### config.mk
export PLATFORM = sky130hd
export DESIGN_NAME = strap_turnaround
export DESIGN_NICKNAME = d
export VERILOG_FILES = /design/src/rtl/strap_turnaround_pkg.sv /design/src/rtl/strap_capture.sv /design/src/rtl/turnaround_timer.sv /design/src/rtl/clock_gate_gen.sv /design/src/rtl/strap_turnaround.sv
export SDC_FILE = /design/constraint.sdc
export NUM_CORES = 1
export LEC_CHECK = 0
export ABC_AREA = 1
export BUFFER_PORTS_ARGS = -buffer_cell sky130_fd_sc_hd__clkbuf_2
export CORE_ASPECT_RATIO = 1.1
export CORE_MARGIN = 2
export CORE_UTILIZATION = 30
export DETAILED_ROUTE_END_ITERATION = 7
export PLACE_DENSITY = 0.56
export SYNTH_ARGS = -nofsm -noshare
export SYNTH_HDL_FRONTEND = slang
export SYNTH_SLANG_ARGS = --single-unit
export TNS_END_PERCENT = 20
### constraint.sdc
create_clock -name clk -period 1.9 [get_ports clk]
set_input_delay 0.19 -clock clk [delete_from_list [all_inputs] [get_ports clk]]
set_output_delay 0.19 -clock clk [all_outputs]
set_load 0.05 [all_outputs]
### src/rtl/strap_turnaround_pkg.sv
package strap_turnaround_pkg;
  localparam int PHASE_W = 2;
  typedef logic [PHASE_W-1:0] phase_t;

  // phase sequence 0,1,2,3: primary high in 1 and 3, halved clock high in 1 and 2
  function automatic logic prim_level(input phase_t ph);
    return ph[0];
  endfunction

  function automatic logic half_level(input phase_t ph);
    return ph[0] ^ ph[1];
  endfunction
endpackage

### src/rtl/strap_capture.sv
module strap_capture (
  input  logic clk,
  input  logic rst,
  input  logic pin_in,
  output logic strap,
  output logic captured
);
  always_ff @(posedge clk) begin
    if (rst) begin
      strap    <= 1'b0;
      captured <= 1'b0;
    end else if (!captured) begin
      strap    <= pin_in;
      captured <= 1'b1;
    end
  end
endmodule

### src/rtl/turnaround_timer.sv
module turnaround_timer #(
  parameter int DELAY_CYC = 28636
) (
  input  logic clk,
  input  logic rst,
  output logic done
);
  localparam int CW = $clog2(DELAY_CYC + 1);
  localparam logic [CW-1:0] LAST = CW'(DELAY_CYC - 1);

  logic [CW-1:0] cnt;

  always_ff @(posedge clk) begin
    if (rst) begin
      cnt  <= '0;
      done <= 1'b0;
    end else if (!done) begin
      cnt  <= cnt + 1'b1;
      done <= (cnt == LAST);
    end
  end
endmodule

### src/rtl/clock_gate_gen.sv
module clock_gate_gen
  import strap_turnaround_pkg::*;
(
  input  logic clk,
  input  logic rst,
  input  logic done,
  input  logic strap,
  output logic oe,
  output logic pin_out,
  output logic prim,
  output logic sec
);
  phase_t ph, ph_n;
  logic   en_n;

  always_comb begin
    ph_n = ph + 1'b1;
    en_n = oe | (done && (ph_n == '0));
  end

  always_ff @(posedge clk) begin
    if (rst) begin
      ph      <= '0;
      oe      <= 1'b0;
      prim    <= 1'b0;
      sec     <= 1'b0;
      pin_out <= 1'b0;
    end else begin
      ph      <= ph_n;
      oe      <= en_n;
      prim    <= en_n & prim_level(ph_n);
      pin_out <= en_n & prim_level(ph_n);
      sec     <= en_n & (strap ? prim_level(ph_n) : half_level(ph_n));
    end
  end
endmodule

### src/rtl/strap_turnaround.sv
module strap_turnaround #(
  parameter int DELAY_CYC = 28636
) (
  input  logic clk,
  input  logic rst,
  input  logic pin_in,
  output logic pin_oe,
  output logic pin_out,
  output logic prim_clk,
  output logic sec_clk,
  output logic strap_val
);
  logic captured;
  logic timer_done;

  strap_capture u_cap (
    .clk(clk), .rst(rst), .pin_in(pin_in),
    .strap(strap_val), .captured(captured)
  );

  turnaround_timer #(.DELAY_CYC(DELAY_CYC)) u_timer (
    .clk(clk), .rst(rst), .done(timer_done)
  );

  clock_gate_gen u_gen (
    .clk(clk), .rst(rst), .done(timer_done), .strap(strap_val),
    .oe(pin_oe), .pin_out(pin_out), .prim(prim_clk), .sec(sec_clk)
  );
endmodule

## Word-level counts from Yosys, hierarchy flattened

Index checks and enable logic that the tools add are counted.
Widths: inputs -> output; s select.

| word-level totals | value |
|---|---|
| register bits after elaboration | 23 |
| latch bits | 0 |
| RAM bits | 0 |
| ROM bits | 0 |
| bits of input ports | 3 |
| output and inout port bits | 5 |
| word-level logic and storage cells | 20 |
| memories | 0 |

| operators by class | value |
|---|---|
| add/sub/neg operators | 2 |
| multiply operators | 0 |
| div/mod/pow operators | 0 |
| order comparisons | 0 |
| equal/unequal tests | 1 |
| shifts and indexed selects | 0 |
| multiplexer cells | 3 |
| bitwise logic cells | 4 |
| reduce and logical (&&, ||, !) cells | 2 |

Operator list:

| cell | number |
|---|---|
| $add 15x1->15 const B | 1 |
| $eq 15x15->1 const B | 1 |
| $mux 1 | 3 |
| $add 2x1->2 const B | 1 |
| $and 1x1->1 | 2 |
| $logic_not 2->1 | 1 |
| $logic_and 1x1->1 | 1 |
| $or 1x1->1 | 1 |
| $xor 1x1->1 | 1 |

## Depth between registers and ports, before layout

| logic depth | value |
|---|---|
| depth in word-level cells | 5 |
| gate-level depth with buffers | 8 |
| gate-level depth less buffers | 8 |

## Modules after synthesis

A second synthesis with hierarchy kept.

| unflattened totals | value |
|---|---|
| cell total of the unflattened synthesis | 154 |
| area total of the unflattened synthesis | 1101.1 um2 |

Modules (own cells, without submodules):

| module | instances | cells an instance | area each (um2) | sequential area each (um2) |
|---|---|---|---|---|
| turnaround_timer | 1 | 124 | 854.6 | 320.3 |
| clock_gate_gen | 1 | 22 | 181.4 | 100.1 |
| strap_capture | 1 | 8 | 65.1 | 40.0 |

## Worst setup path before layout

OpenSTA, ideal clock, no wires.

| timing | value |
|---|---|
| path kind | reg-to-reg |
| from | reg u_timer.cnt[1] |
| to | reg u_timer.cnt[8] |
| setup time | 0.116 ns |
| data arrival time | 1.017 ns |
| data required time | 1.784 ns |
| path slack | 0.767 ns |
| stages on the path, launching flop included | 7 |
| buffers on the path | 0 |
| period minus slack after synthesis | 1.133 ns |
| cell sequence | dfxtp_1 -> ha_1 -> nand2_1 -> nor2_1 -> nand3_1 -> o21ai_0 -> nor2_1 |

| between the ends | value |
|---|---|
| word-level cells in the longest chain between the ends | 1 |

Ends and longest elaborated chain:

| element | line | text |
|---|---|---|
| start, declared | turnaround_timer.sv:11 | `logic [CW-1:0] cnt;` |
| start signal, assigned | turnaround_timer.sv:18 | `cnt <= cnt + 1'b1;` |
| $add 15x1->15 | turnaround_timer.sv:18 |  |

No other way between the ends.
A chain may end at the register's enable or synchronous reset.

==> flow_summary_export.csv <==
group,metric,value,unit
outcome,status,"complete, no violations",
worst_setup_path,path_class,"flop to flop",
detailed_routing,wl,2000,um
floorplan,die_y,67.11,um
timing,report.final.slew_viol_count,0,
timing,fin_tns_setup,0,ns
final_layout,fillCellCount,394,
power,irDropWorstVdd,0.1842,mV
final_layout,fin_util,34.57,%
final_layout,multiInputGateArea,503.0,sq um
timing,relSlewSlack,70.75,%
clock_network,cts_tree,"yes",
final_layout,fin_nets,172,
timing,tightest_slew,0.4381,ns
grt,first_global_vias,874,
worst_setup_path,end_kind,"flop",
detailed_routing,vias,944,
clock_network,cts_root_buf,"clkbuf_4",
yosys,syn_nets,164,
yosys,synth_warnings,0,
yosys,syn_avg_cell_area,6.874,sq um
clock_network,cts_buffers,3,
power,switching_share,24.44,%
floorplan,ios,8,
clock_network,cts.sinks,23,
grt,grt_max_degree,15,
detailed_routing,wl_per_cell,9.390,um
placed_design,dp_cells,209,
yosys,synth_cells,158,
clock_network,insertion_delay,0.32,ns
floorplan,core-area,3413,sq um
worst_setup_path,crit_path_start_kind,"flop",
flow_run,cap_viol_max_count,0,
power,clkPwrFrac,29.8,%
power,p_total,0.0007766,W
final_layout,final_layout_size_suffix_gt1_share,9.697,%
worst_setup_path,cp_data_required_time,2.13,ns
clock_network,clk_pin_slew,0.13,ns
floorplan,rows,22,
timing,skew,0.005546,ns
timing,min_period,1.274,ns
final_layout,stdcell_count,213,
worst_setup_path,arrival,1.50,ns
worst_setup_path,cp_max_fo,10,
timing,hold_viol_final,0,
clock_network,ctsHoldBuffers,0,
floorplan,die-area,4118,sq um
detailed_routing,drc,0,
floorplan,die_x,61.37,um
timing,min_period_over_period,67.06,%
power,power_density,658.2,nW/um^2
power,p_int,0.0005868,W
detailed_routing,first_pass_iters,4,
detailed_routing,viasPerCell,4.432,
final_layout,regArea,460.4,sq um
detailed_routing,ant_nets,0,
timing,setup_viol,0,
grt,grt_pass1_wl,3539,um
grt,grt_antenna_before_repair,0,
yosys,synth_cell_types,19,
worst_setup_path,reg2reg_slack,0.63,ns
yosys,seq_area_frac_synth,42.40,%
power,comb_power_share,5.2,%
clock_network,cts.path.max_buffers,2,
yosys,ys_seq_elements,23,
clock_network,cts.htree.levels,1,
yosys,synth_area,1086,sq um
power,power.leakage,0.5034,nW
placed_design,port_buffers,7,
timing,fmax,784.9,MHz
grt,overflow,0,
placed_design,globalplace.congestion,0.8278,
power,p_seq_share,65.0,%
clock_network,postCtsSetupRepairBufs,0,
grt,grt_util_all_layers,11.62,%
power,switchingPower,0.0001898,W
placed_design,dp_hpwl,1535,um
final_layout,antennaDiodeCount,0,
final_layout,syn2layout_area_growth,8.640,%
worst_hold_path,hold_path.class,"primary input to flop",
floorplan,start_util,31.82,%
detailed_routing,drtIter0Drc,42,
timing,rsz0062_at_grt,"no",
clock_network,cts_resized,0,
==> synthesized netlist by cell type <==
| cell type | count | area share [%] |
|---|---|---|
| inv_2 | 1 | 0.35 |
| a21oi_1 | 11 | 5.1 |
| ha_1 | 3 | 3.5 |
| nand4_1 | 2 | 1.2 |
| nor3b_2 | 1 | 1.2 |
| nand3_1 | 13 | 6.0 |
| buf_4 | 1 | 0.69 |
| nand2_2 | 1 | 0.58 |
| dfxtp_1 | 23 | 42 |
| and3_1 | 1 | 0.58 |
| o21ai_0 | 7 | 3.2 |
| nor2_1 | 30 | 10 |
| nor3_1 | 5 | 2.3 |
| nand2_1 | 30 | 10 |
| buf_2 | 2 | 0.92 |
| buf_6 | 1 | 1.0 |
| nor2_2 | 1 | 0.58 |
| inv_1 | 24 | 8.3 |
| nor3_4 | 1 | 1.5 |
==> cell usage in the layout (no fill, tap or decap), types with 2 or more instances in the layout <==
master / n
nor3_1: 5
o21ai_0: 7
clkbuf_4: 3
nand2_1: 30
clkbuf_2: 7
a21oi_1: 11
nand4_1: 2
nand3_1: 13
nor2_1: 30
inv_1: 24
dfxtp_1: 23
ha_1: 3
==> final timing paths <==
path	from	endpoint	cells past startpoint
setup / recovery	u_timer.done$_SDFF_PP0_	u_timer.cnt[13]$_SDFFE_PP0N_	6
hold / removal	rst	u_gen.ph[1]$_SDFF_PP0_	2
setup reg to reg	u_timer.done$_SDFF_PP0_	u_timer.cnt[13]$_SDFFE_PP0N_	6
hold reg to reg	u_cap.captured$_DFF_P_	u_cap.strap$_SDFFE_PP0N_	1
==> area by class of cell <==
| type | count | share of cell area [%] |
|---|---|---|
| multi-input combinational | 106 | 42.63 |
| sequential | 23 | 39.02 |
| timing repair buffer | 7 | 2.969 |
| clock buffer | 3 | 1.909 |
| tap | 48 | 5.090 |
| inverter | 25 | 7.953 |
| clock inverter | 1 | 0.4242 |
==> routing by layer <==
layer | track usage [%] | share of wire, %
met4 | 6.383 | 1.9
met2 | 18.09 | 47
met5 | 0 | 0
met3 | 2.330 | 4.0
met1 | 14.79 | 47
==> metrics by stage <==
step / area, sq um / hold slack, ns / setup WS, ns
2_1_floorplan: 1086 / 0.3799 / 0.7673
3_3_place_gp: 1152 / 0.4145 / 0.6741
3_5_place_dp: 1152 / 0.4210 / 0.6414
4_1_cts: 1180 / 0.1382 / 0.6133
5_1_grt: 1180 / 0.1437 / 0.4745
6_report: 1180 / 0.1461 / 0.6259
==> power by group through the flow <==
stage	clock (W)	sequential, W	combinational [W]
after global routing	0.000270	0.000506	0.0000492
after CTS	0.000246	0.000505	0.0000417
after global placement	0	0.000515	0.0000401
after floorplan	0	0.000519	0.0000277
final	0.000232	0.000504	0.0000404
after detailed placement	0	0.000516	0.0000415
==> worst max-delay path: stages (launching register included) <==
cell and delay (ns):
dfxtp_1 0.46, inv_2 0.21, nand2_1 0.07, nor3_1 0.22
nand3_1 0.11, nand2_1 0.06, nor2_1 0.04
==> registers in the layout, summed over array words and instances, names as in the netlist <==
name,flops
u_cap.captured,1
u_cap.strap,1
u_gen.oe,1
u_gen.ph,2
u_gen.pin_out,1
u_gen.sec,1
u_timer.cnt,15
u_timer.done,1
==> cells by family after synthesis <==
logic type / count (synthesis) / synth area share [%]
AO/OA/AOI/OAI: 18 / 8.294
AND/OR/NAND/NOR: 85 / 34.56
adder cells (fa/ha/maj): 3 / 3.457
buffers and inverters: 29 / 11.29
flip-flops: 23 / 42.40
(Power assumes the default switching activity.)
